`src/rtl/esc_frame_pkg.sv`:
```
package esc_frame_pkg;

    typedef enum logic [2:0] {
        FS_IDLE,
        FS_OPEN,
        FS_SEQ,
        FS_BODY,
        FS_ACK,
        FS_CHK_HI,
        FS_CHK_LO,
        FS_CLOSE
    } frame_state_e;

endpackage

```
`src/rtl/efx_crc.sv`:
```
module efx_crc #(
    parameter int                BYTE_W = 8,
    parameter int                CRC_W  = 16,
    parameter logic [CRC_W-1:0]  POLY   = 16'h1021,
    parameter logic [CRC_W-1:0]  INIT   = 16'hFFFF
) (
    input  logic              clk,
    input  logic              rst_n,
    input  logic              clr,
    input  logic              en,
    input  logic [BYTE_W-1:0] din,
    output logic [CRC_W-1:0]  crc
);

    typedef struct packed {
        logic [CRC_W-1:0] rem;
    } crc_st_t;

    crc_st_t st_d, st_q;

    // one shift/xor stage per input bit, MSB of the byte first
    logic [CRC_W-1:0] chain [BYTE_W+1];
    assign chain[0] = st_q.rem;

    generate
        for (genvar i = 0; i < BYTE_W; i++) begin : g_bit
            logic fb;
            assign fb = chain[i][CRC_W-1] ^ din[BYTE_W-1-i];
            assign chain[i+1] = {chain[i][CRC_W-2:0], 1'b0} ^ (fb ? POLY : '0);
        end
    endgenerate

    always_comb begin
        st_d = st_q;
        if (clr) begin
            st_d.rem = INIT;
        end else if (en) begin
            st_d.rem = chain[BYTE_W];
        end
    end

    always_ff @(posedge clk or negedge rst_n) begin
        if (!rst_n) begin
            st_q.rem <= INIT;
        end else begin
            st_q <= st_d;
        end
    end

    assign crc = st_q.rem;

endmodule

```
`src/rtl/efx_escaper.sv`:
```
module efx_escaper #(
    parameter int                BYTE_W   = 8,
    parameter logic [BYTE_W-1:0] DELIM    = 8'hFF,
    parameter logic [BYTE_W-1:0] ESC_CODE = 8'hCB,
    parameter logic [BYTE_W-1:0] ESC_MASK = 8'hCB
) (
    input  logic              clk,
    input  logic              rst_n,
    input  logic              sym_valid,
    output logic              sym_ready,
    input  logic [BYTE_W-1:0] sym_data,
    input  logic              sym_body,
    output logic              out_valid,
    input  logic              out_ready,
    output logic [BYTE_W-1:0] out_data
);

    typedef struct packed {
        logic              ov;
        logic [BYTE_W-1:0] od;
        logic              pv;
        logic [BYTE_W-1:0] pd;
    } esc_st_t;

    esc_st_t st_d, st_q;
    logic    reserved;
    logic    stage_free;

    assign reserved   = sym_body && ((sym_data == DELIM) || (sym_data == ESC_CODE));
    assign stage_free = !st_q.ov || out_ready;
    assign sym_ready  = !st_q.pv && stage_free;

    always_comb begin
        st_d = st_q;
        if (st_q.ov && out_ready) begin
            if (st_q.pv) begin
                st_d.od = st_q.pd;
                st_d.pv = 1'b0;
            end else begin
                st_d.ov = 1'b0;
            end
        end
        if (sym_valid && sym_ready) begin
            st_d.ov = 1'b1;
            if (reserved) begin
                st_d.od = ESC_CODE;
                st_d.pv = 1'b1;
                st_d.pd = sym_data ^ ESC_MASK;
            end else begin
                st_d.od = sym_data;
            end
        end
    end

    always_ff @(posedge clk or negedge rst_n) begin
        if (!rst_n) begin
            st_q <= '0;
        end else begin
            st_q <= st_d;
        end
    end

    assign out_valid = st_q.ov;
    assign out_data  = st_q.od;


    stall_hold_chk: assert property (@(posedge clk) disable iff (!rst_n)
        (out_valid && !out_ready) |=> (out_valid && $stable(out_data)));


    esc_pair_chk: assert property (@(posedge clk) disable iff (!rst_n)
        (out_valid && out_ready && out_data == ESC_CODE)
        |=> (out_valid && (out_data == (DELIM ^ ESC_MASK) || out_data == (ESC_CODE ^ ESC_MASK))));


    no_delim_in_body_chk: assert property (@(posedge clk) disable iff (!rst_n)
        (sym_valid && sym_ready && sym_body) |=> (out_data != DELIM));


    pend_needs_out_chk: assert property (@(posedge clk) disable iff (!rst_n)
        st_q.pv |-> st_q.ov);

endmodule

```
`src/rtl/efx_ctrl.sv`:
```
module efx_ctrl
    import esc_frame_pkg::*;
#(
    parameter int                BYTE_W = 8,
    parameter int                CRC_W  = 16,
    parameter logic [BYTE_W-1:0] DELIM  = 8'hFF
) (
    input  logic              clk,
    input  logic              rst_n,
    input  logic              req_valid,
    output logic              req_ready,
    input  logic              req_data_mode,
    input  logic [BYTE_W-1:0] req_seq,
    input  logic              pay_valid,
    output logic              pay_ready,
    input  logic [BYTE_W-1:0] pay_data,
    input  logic              pay_last,
    input  logic [BYTE_W-1:0] ack_num,
    input  logic [CRC_W-1:0]  crc_val,
    output logic              crc_clr,
    output logic              crc_en,
    output logic              sym_valid,
    input  logic              sym_ready,
    output logic [BYTE_W-1:0] sym_data,
    output logic              sym_body
);

    typedef struct packed {
        frame_state_e      state;
        logic              data_mode;
        logic [BYTE_W-1:0] seq;
    } ctrl_st_t;

    ctrl_st_t st_d, st_q;
    logic     fire;

    assign fire = sym_valid && sym_ready;

    always_comb begin
        st_d      = st_q;
        req_ready = 1'b0;
        pay_ready = 1'b0;
        sym_valid = 1'b0;
        sym_data  = '0;
        sym_body  = 1'b0;
        crc_clr   = 1'b0;
        crc_en    = 1'b0;
        unique case (st_q.state)
            FS_IDLE: begin
                req_ready = 1'b1;
                if (req_valid) begin
                    crc_clr         = 1'b1;
                    st_d.data_mode  = req_data_mode;
                    st_d.seq        = req_seq;
                    st_d.state      = FS_OPEN;
                end
            end
            FS_OPEN: begin
                sym_valid = 1'b1;
                sym_data  = DELIM;
                if (fire) st_d.state = st_q.data_mode ? FS_SEQ : FS_ACK;
            end
            FS_SEQ: begin
                sym_valid = 1'b1;
                sym_body  = 1'b1;
                sym_data  = st_q.seq;
                crc_en    = fire;
                if (fire) st_d.state = FS_BODY;
            end
            FS_BODY: begin
                sym_valid = pay_valid;
                sym_body  = 1'b1;
                sym_data  = pay_data;
                pay_ready = sym_ready;
                crc_en    = fire;
                if (fire && pay_last) st_d.state = FS_ACK;
            end
            FS_ACK: begin
                sym_valid = 1'b1;
                sym_body  = 1'b1;
                sym_data  = ack_num;
                crc_en    = fire;
                if (fire) st_d.state = FS_CHK_HI;
            end
            FS_CHK_HI: begin
                sym_valid = 1'b1;
                sym_body  = 1'b1;
                sym_data  = crc_val[CRC_W-1 -: BYTE_W];
                if (fire) st_d.state = FS_CHK_LO;
            end
            FS_CHK_LO: begin
                sym_valid = 1'b1;
                sym_body  = 1'b1;
                sym_data  = crc_val[BYTE_W-1:0];
                if (fire) st_d.state = FS_CLOSE;
            end
            FS_CLOSE: begin
                sym_valid = 1'b1;
                sym_data  = DELIM;
                if (fire) st_d.state = FS_IDLE;
            end
            default: st_d.state = FS_IDLE;
        endcase
    end

    always_ff @(posedge clk or negedge rst_n) begin
        if (!rst_n) begin
            st_q.state     <= FS_IDLE;
            st_q.data_mode <= 1'b0;
            st_q.seq       <= '0;
        end else begin
            st_q <= st_d;
        end
    end


    busy_after_req_chk: assert property (@(posedge clk) disable iff (!rst_n)
        (req_valid && req_ready) |=> !req_ready);


    last_ends_payload_chk: assert property (@(posedge clk) disable iff (!rst_n)
        (pay_valid && pay_ready && pay_last) |=> !pay_ready);


    pay_excl_req_chk: assert property (@(posedge clk) disable iff (!rst_n)
        !(pay_ready && req_ready));

endmodule

```
`src/rtl/esc_frame_tx.sv`:
```
module esc_frame_tx #(
    parameter int                BYTE_W   = 8,
    parameter logic [BYTE_W-1:0] DELIM    = 8'hFF,
    parameter logic [BYTE_W-1:0] ESC_CODE = 8'hCB,
    parameter logic [BYTE_W-1:0] ESC_MASK = 8'hCB,
    parameter logic [15:0]       CRC_POLY = 16'h1021,
    parameter logic [15:0]       CRC_INIT = 16'hFFFF
) (
    input  logic              clk,
    input  logic              rst_n,
    input  logic              req_valid,
    output logic              req_ready,
    input  logic              req_data_mode,
    input  logic [BYTE_W-1:0] req_seq,
    input  logic              pay_valid,
    output logic              pay_ready,
    input  logic [BYTE_W-1:0] pay_data,
    input  logic              pay_last,
    input  logic [BYTE_W-1:0] ack_num,
    output logic              out_valid,
    input  logic              out_ready,
    output logic [BYTE_W-1:0] out_data
);

    localparam int CRC_W = 2 * BYTE_W;

    logic              sym_valid;
    logic              sym_ready;
    logic [BYTE_W-1:0] sym_data;
    logic              sym_body;
    logic              crc_clr;
    logic              crc_en;
    logic [CRC_W-1:0]  crc_val;

    efx_ctrl #(
        .BYTE_W (BYTE_W),
        .CRC_W  (CRC_W),
        .DELIM  (DELIM)
    ) ctrl_i (
        .clk           (clk),
        .rst_n         (rst_n),
        .req_valid     (req_valid),
        .req_ready     (req_ready),
        .req_data_mode (req_data_mode),
        .req_seq       (req_seq),
        .pay_valid     (pay_valid),
        .pay_ready     (pay_ready),
        .pay_data      (pay_data),
        .pay_last      (pay_last),
        .ack_num       (ack_num),
        .crc_val       (crc_val),
        .crc_clr       (crc_clr),
        .crc_en        (crc_en),
        .sym_valid     (sym_valid),
        .sym_ready     (sym_ready),
        .sym_data      (sym_data),
        .sym_body      (sym_body)
    );

    efx_crc #(
        .BYTE_W (BYTE_W),
        .CRC_W  (CRC_W),
        .POLY   (CRC_W'(CRC_POLY)),
        .INIT   (CRC_W'(CRC_INIT))
    ) crc_i (
        .clk   (clk),
        .rst_n (rst_n),
        .clr   (crc_clr),
        .en    (crc_en),
        .din   (sym_data),
        .crc   (crc_val)
    );

    efx_escaper #(
        .BYTE_W   (BYTE_W),
        .DELIM    (DELIM),
        .ESC_CODE (ESC_CODE),
        .ESC_MASK (ESC_MASK)
    ) esc_i (
        .clk       (clk),
        .rst_n     (rst_n),
        .sym_valid (sym_valid),
        .sym_ready (sym_ready),
        .sym_data  (sym_data),
        .sym_body  (sym_body),
        .out_valid (out_valid),
        .out_ready (out_ready),
        .out_data  (out_data)
    );


    no_pay_in_ack_only_chk: assert property (@(posedge clk) disable iff (!rst_n)
        (req_valid && req_ready && !req_data_mode) |=> !pay_ready);

endmodule

```
`config.mk`:
```
export PLATFORM = sky130hd
export DESIGN_NAME = esc_frame_tx
export DESIGN_NICKNAME = d
export VERILOG_FILES = /design/src/rtl/esc_frame_pkg.sv /design/src/rtl/efx_crc.sv /design/src/rtl/efx_escaper.sv /design/src/rtl/efx_ctrl.sv /design/src/rtl/esc_frame_tx.sv
export SDC_FILE = /design/constraint.sdc
export NUM_CORES = 1
export LEC_CHECK = 0
export CORE_MARGIN = 10
export CORE_UTILIZATION = 30
export DETAILED_ROUTE_END_ITERATION = 7
export MAX_ROUTING_LAYER = met4
export PLACE_DENSITY = 0.53
export SETUP_SLACK_MARGIN = 0.05
export SYNTH_ARGS = -nofsm -noshare
export SYNTH_HDL_FRONTEND = slang
export SYNTH_SLANG_ARGS = --single-unit
```
`constraint.sdc`:
```
create_clock -name clk -period 2.7 [get_ports clk]
set_input_delay 0.54 -clock clk [delete_from_list [all_inputs] [get_ports clk]]
set_output_delay 0.54 -clock clk [all_outputs]
set_load 0.005 [all_outputs]
```
==> results.yml, run 1 <==
outcome:
  run_status: "finished clean"
synth:
  post_synth_edffs: 0
  synth_top_cell_area_share: 0.2669
  netlist.top_cell.by_area: "sky130_fd_sc_hd__dfrtp_1"
  synthesis.instances: 293
  synth.cell_area_sq_um: 2813
  synth.mux.area_fraction: 0.1094
  yosys.area_share.xor_xnor: 0.07473
  ys_async_sr_fraction: 1.000
  synth_area_leaders: "sky130_fd_sc_hd__dfrtp_1 (27%), sky130_fd_sc_hd__dfstp_2 (15%), sky130_fd_sc_hd__mux2_2 (6.4%)"
  yosysSeqAreaShare: 0.4164
  synth_nets: 324
  synthDistinctLibCells: 53
  fraction_of_the_mapped_netlist_area_in_compound_gates: 0.1713
  primary_ff_master_synth: "sky130_fd_sc_hd__dfrtp_1"
  ys_warn_count: 0
  dominant_combinational_cell_family_by_area_after_synthesis: "compound AO/OA/AOI/OAI gates"
  share_of_synthesized_cell_area_in_full_adder_half_adder_and_majority_cells: 0
  synth_seq_cells: 46
  syn-mean-instance-area_sq_um: 9.600
  simple_gate_share_of_the_synthesized_area: 0.1633
clocking:
  ctsRootBufferMaster: "sky130_fd_sc_hd__clkbuf_8"
  postCtsSetupRepairBufs: 0
  clkTransAtPathRegs_ns: 0.09
  cts-htree-levels: 2
  max-clock-path-buffers: 2
  clock_sink_count: 46
  tritoncts.num_buffers: 5
  tritoncts: "built"
  clock_network_latency_to_the_later_pin_of_the_worst_skew_pair_ns: 0.30
power_and_ir_drop:
  ir_drop_v: 0.0004345
  seq_pwr_share: 0.252
  share_of_power_burned_in_the_clock_network: 0.086
  switching_share: 0.4139
  power.total_uw: 5240
  static-leakage-power_uw: 0.001458
  power.density_nw_per_um2: 1467
  switching_power_uw: 2169
  combinationalPowerShare: 0.661
  p_int_uw: 3071
final_layout:
  layout.cells.most_common_list: "sky130_fd_sc_hd__clkdlybuf4s50_1 (40), sky130_fd_sc_hd__dfrtp_1 (30), sky130_fd_sc_hd__nand2_1 (27), sky130_fd_sc_hd__buf_4 (27), sky130_fd_sc_hd__a21oi_1 (22)"
  multi_input_comb_area_sq_um: 1491
  layout.core_utilization: 0.3883
  seqCellArea_sq_um: 1171
  final_common_cell: "sky130_fd_sc_hd__clkdlybuf4s50_1"
  share_of_post_route_cells_with_drive_strength_above_1: 0.2435
  fill_cells: 928
  flow.area_growth_from_synthesis_pct: 26.96
  fin_nets: 375
  num_antenna_cells: 0
  postLayoutCellArea_sq_um: 3571
setup_path:
  regToRegStartpoint: "ctrl_i.st_q[10]"
  cell_depth_of_the_worst_flop_to_flop_path: 7
  slack_of_the_worst_reg_to_reg_path_ns: 0.15
  setup.worst_path.start_class: "register"
  setup.worst_path.class: "reg2reg"
  largest_driver_fanout_on_the_critical_path: 20
  worst-endpoint-arrival_ns: 2.74
  r2r-end: "esc_i.st_q[4]"
  critical_path_required_ns: 2.89
  critPathCaptureType: "register"
sta:
  slew_viol_final: 0
  min_period_over_period: 0.9450
  max_clock_freq_mhz: 391.9
  worst_max_slew_pin_slew_ns: 0.7838
  hold_violations: 0
  clock-skew-final_ns: 0.01002
  fin_crit_ns: 2.551
  setup_viol: 0
  worst_slack_ns: 0.1486
  maxSlewHeadroom: 0.4775
  rsz0062_at_grt: "false"
floorplanning:
  fp.dieH_um: 116.8
  die_w_um: 116.8
  core_ar_sq_um: 9196
  io_pins: 42
  initial_utilization: 0.3059
  placementRows: 35
  design.die.area_sq_um: 13650
placed_design:
  buffer_ports.inserted: 41
  gp_congestion: 0.8161
  place.detailed.hpwl_mm: 5.662
  placed_area_sq_um: 3443
  pre_cts_ws_ns: -0.07307
run:
  maxCapViolCount: 0
grt:
  grt_busiest_layer: "met2"
  grt_start_max_net_pins: 34
  antenna_found_initial: 0
  grt_first_pass_wirelength_mm: 12.11
  met3_usage: 0.02243
  overflow: 0
  groute.layer.met2.usage: 0.1777
  groute.usage.overall: 0.1144
  via_count_of_the_first_global_routing_pass: 2334
  grtUsageMet1: 0.1522
route:
  via_count: 2242
  routed_wl_mm: 7.342
  vias_per_cell: 4.917
  ant_nets: 0
  drt_drc_violations_left: 0
  dr.first_iter.drc_count: 107
  routedWlPerCell_um: 16.10
  detailedRoute.firstPassIterationCount: 4
hold_path:
  min_path_type: "in2async"
[what timing repair did]
action | CTS | global route
cloned | 0 | 0
hold buffers | 0 | 0
hold endpoints to repair | 0 | 0
setup endpoints to repair | 1 | 7
gates resized for setup | 1 | 6
pin swaps | 0 | 1
[cells in the mapped netlist, drive strengths merged, types with 6 or more instances]
library cell  number
dfrtp             30
nand2             28
a21oi             23
o21ai             23
mux2              19
buf               18
xnor2             18
dfstp             16
nor3              13
nor2b             12
nor2              10
clkbuf             9
and2               8
mux2i              6
nand3              6
xor2               6
[through the flow]
step           cells  hold slack, ns  TNS (ns)
2_1_floorplan    293          0.2444         0
3_3_place_gp     448          0.4754   -0.2545
3_5_place_dp     448          0.4719   -0.3819
4_1_cts          456          0.3271         0
5_1_grt          456          0.3589         0
6_report         456          0.3156         0
[critical path, cell delays in order, from the launching register on]
cell and delay, ns:
sky130_fd_sc_hd__dfrtp_1 0.46, sky130_fd_sc_hd__buf_12 0.19, sky130_fd_sc_hd__nor2b_4 0.18, sky130_fd_sc_hd__a221o_1 0.24
sky130_fd_sc_hd__a22oi_2 0.08, sky130_fd_sc_hd__or4_1 0.59, sky130_fd_sc_hd__a211o_4 0.39, sky130_fd_sc_hd__mux2_4 0.31
[logic make-up after synthesis]
family                 after synthesis
XOR/XNOR                            24
multiplexers                        26
AO/OA/AOI/OAI                       76
AND/OR/NAND/NOR                     89
buffers and inverters               32
flip-flops                          46
[layout make-up]
cell class | count | share of cell area
Multi-Input combinational cell | 215 | 0.4177
Sequential cell | 46 | 0.3280
Timing Repair Buffer | 71 | 0.1847
Tap cell | 111 | 0.03889
Clock buffer | 7 | 0.02418
Inverter | 5 | 0.005256
Clock inverter | 1 | 0.001402
[sequential cells by signal, indices dropped and copies added (netlist names)]
register         flops
esc_i.out_valid      1
crc_i.crc           16
esc_i.st_q           9
ctrl_i.st_q         12
esc_i.out_data       8
[metal layers]
layer | part of all wire | routed length (um)
met1 | 0.49 | 3592
met2 | 0.45 | 3298
met3 | 0.054 | 397
met4 | 0.0074 | 54
met5 | 0 | 0
[power by group through the flow]
stage / registers, uW / logic [uW] / clock network (uW)
3_3_place_gp: 1340 / 3400 / 0
2_1_floorplan: 1240 / 2420 / 0
4_1_cts: 1330 / 3450 / 461
5_1_grt: 1370 / 3840 / 486
6_report: 1320 / 3470 / 451
3_5_place_dp: 1350 / 3430 / 0
[worst max-delay path by stage]
stage,start,end,slack (ns)
after floorplan,ctrl_i.st_q[11],esc_i.st_q[5],0.40
final,ctrl_i.st_q[10],esc_i.st_q[4],0.15
after global routing,ctrl_i.st_q[9],esc_i.st_q[3],0.05
after detailed placement,pay_valid,esc_i.out_data[4],-0.07
after CTS,out_ready,pay_ready,0.08
after global placement,pay_data[0],esc_i.st_q[4],-0.05
Note: power is estimated with default switching activity, not from simulation.
==> inputs of run 2 (changes only) <==
CAP_MARGIN = 10   (was default)
SLEW_MARGIN = 20   (was default)
==> results of run 2 <==
The final DEF is identical to that of run 1; final timing and power are the same.
==> inputs of run 3 (changes only) <==
PLACE_DENSITY = default   (was 0.53)
==> results.yml, run 3 (same netlist as run 1, synthesis figures left out) <==
outcome:
  run_status: "finished clean"
setup_path:
  cpLargestDelayFamily: "simple AND/OR/NAND/NOR gates"
  critPathMaxStageDelay_ns: 0.55
  critical_path_required_ns: 2.88
  setup.worst_path.start_class: "register"
  crit_chain: "buf_4, buf_4, nor2b_1, o21ai_1, a22oi_2, or4_1, a211o_2, mux2_4"
  critPathCaptureType: "register"
  cp.buffers_inverters: 2
  setup.worst_path.class: "reg2reg"
  cpMostUsedCell: "sky130_fd_sc_hd__buf_4"
  worst-endpoint-arrival_ns: 2.75
  largest_driver_fanout_on_the_critical_path: 8
  crit_slowest_cell: "sky130_fd_sc_hd__or4_1"
power_and_ir_drop:
  ir_drop_v: 0.0004673
  combinationalPowerShare: 0.651
  power.total_uw: 5275
  power.density_nw_per_um2: 1481
  switching_share: 0.4072
  share_of_power_burned_in_the_clock_network: 0.095
  switching_power_uw: 2148
  p_int_uw: 3127
  seq_pwr_share: 0.253
  static-leakage-power_uw: 0.001474
clocking:
  clock_network_latency_to_the_later_pin_of_the_worst_skew_pair_ns: 0.29
  max-clock-path-buffers: 2
  postCtsSetupRepairBufs: 0
  clock_sink_count: 46
  cts-htree-levels: 2
  ctsRootBufferMaster: "sky130_fd_sc_hd__clkbuf_8"
  tritoncts.num_buffers: 5
  tritoncts: "built"
  cts_hold_buf: 0
  clkTransAtPathRegs_ns: 0.08
sta:
  slew_viol_final: 0
  rsz0062_at_grt: "true"
  fin_crit_ns: 2.567
  min_period_over_period: 0.9506
  max_clock_freq_mhz: 389.6
  clock-skew-final_ns: 0.005135
  setup_viol: 0
  maxSlewHeadroom: 0.4884
  finalSetupTns_ns: 0
  hold_ws_ns: 0.3150
  hold_violations: 0
  worst_max_slew_pin_slew_ns: 0.7673
floorplanning:
  io_pins: 42
  fp.dieH_um: 116.8
  initial_utilization: 0.3059
  design.die.area_sq_um: 13650
  core_ar_sq_um: 9196
  die_w_um: 116.8
  placementRows: 35
grt:
  overflow: 0
  grt_first_pass_wirelength_mm: 12.02
  antenna_found_initial: 0
  via_count_of_the_first_global_routing_pass: 2411
  grt_start_max_net_pins: 34
  groute.usage.overall: 0.1146
run:
  maxCapViolCount: 0
route:
  dr.first_iter.drc_count: 144
  ant_nets: 0
  detailedRoute.firstPassIterationCount: 4
  routed_wl_mm: 7.318
  via_count: 2313
  vias_per_cell: 5.050
  drt_drc_violations_left: 0
  routedWlPerCell_um: 15.98
final_layout:
  layout.cells.most_common_list: "sky130_fd_sc_hd__clkdlybuf4s50_1 (39), sky130_fd_sc_hd__buf_4 (32), sky130_fd_sc_hd__dfrtp_1 (29)"
  share_of_post_route_cells_with_drive_strength_above_1: 0.2478
  largest_register_ff_count: 16
  fin_nets: 377
  postLayoutCellArea_sq_um: 3562
  stdcell_count: 458
  final_common_cell: "sky130_fd_sc_hd__clkdlybuf4s50_1"
  flow.area_growth_from_synthesis_pct: 26.65
  num_antenna_cells: 0
placed_design:
  dp.cells: 450
  place.detailed.hpwl_mm: 5.807
  placed_area_sq_um: 3433
  gp_congestion: 0.8083
  buffer_ports.inserted: 41
hold_path:
  min_path_type: "in2async"
-- run 3: worst paths after layout --
kind	startpoint	to	slack, ns	cells past startpoint
worst max-delay path	ctrl_i.st_q[11]	esc_i.st_q[5]	0.13	8
max in group asynchronous	rst_n	crc_i.crc[10]	1.62	2
min in group clk	esc_i.st_q[6]	esc_i.st_q[6]	0.50	1
worst min-delay path	rst_n	esc_i.st_q[8]	0.32	1
worst max register to register	ctrl_i.st_q[11]	esc_i.st_q[5]	0.13	8
worst min register to register	esc_i.st_q[6]	esc_i.st_q[6]	0.50	1
-- run 3: worst register-to-register path, cell delays in order, from the launching register on --
cell and delay (ns):
sky130_fd_sc_hd__dfrtp_1 0.47, sky130_fd_sc_hd__buf_4 0.21, sky130_fd_sc_hd__buf_4 0.16, sky130_fd_sc_hd__nor2b_1 0.13, sky130_fd_sc_hd__o21ai_1 0.15, sky130_fd_sc_hd__a22oi_2 0.09, sky130_fd_sc_hd__or4_1 0.55, sky130_fd_sc_hd__a211o_2 0.40
sky130_fd_sc_hd__mux2_4 0.31
-- run 3: layout make-up --
type / count / area, sq um
fill: 953 / 5634
multi-input combinational: 215 / 1478
sequential: 46 / 1172
timing repair buffer: 73 / 648.1
tap: 111 / 138.9
clock buffer: 7 / 76.32
clock inverter: 1 / 30.03
inverter: 5 / 18.77
-- run 3: routing by layer --
metal | wire [um] | up-vias | track usage | part of all wire
li1 | - | 1135 | - | -
met1 | 3372 | 1121 | 0.1435 | 0.46
met2 | 3579 | 52 | 0.1879 | 0.49
met3 | 317 | 5 | 0.02243 | 0.043
met4 | 48 | 0 | 0.02471 | 0.0066
met5 | 0 | - | - | 0
-- run 3: per-stage QoR --
stage	utilization	worst slack [ns]
floorplan	-	0.4040
global placement	0.3733	-0.03766
detailed placement	0.3733	-0.04462
CTS	0.3853	0.1039
global route	0.3873	0.05155
finish	0.3873	0.1333
-- run 3: power by group through the flow --
| stage | registers, uW | logic, uW | clock network (uW) |
|---|---|---|---|
| 4_1_cts | 1340 | 3450 | 523 |
| 2_1_floorplan | 1240 | 2420 | 0 |
| 5_1_grt | 1380 | 3830 | 550 |
| 3_3_place_gp | 1340 | 3370 | 0 |
| 6_report | 1340 | 3440 | 502 |
| 3_5_place_dp | 1350 | 3440 | 0 |
-- run 3: repair_timing --
item / in CTS / in global routing
setup endpoints to repair: 1 / 8
gates resized for setup: 1 / 6
pin swaps: 0 / 1
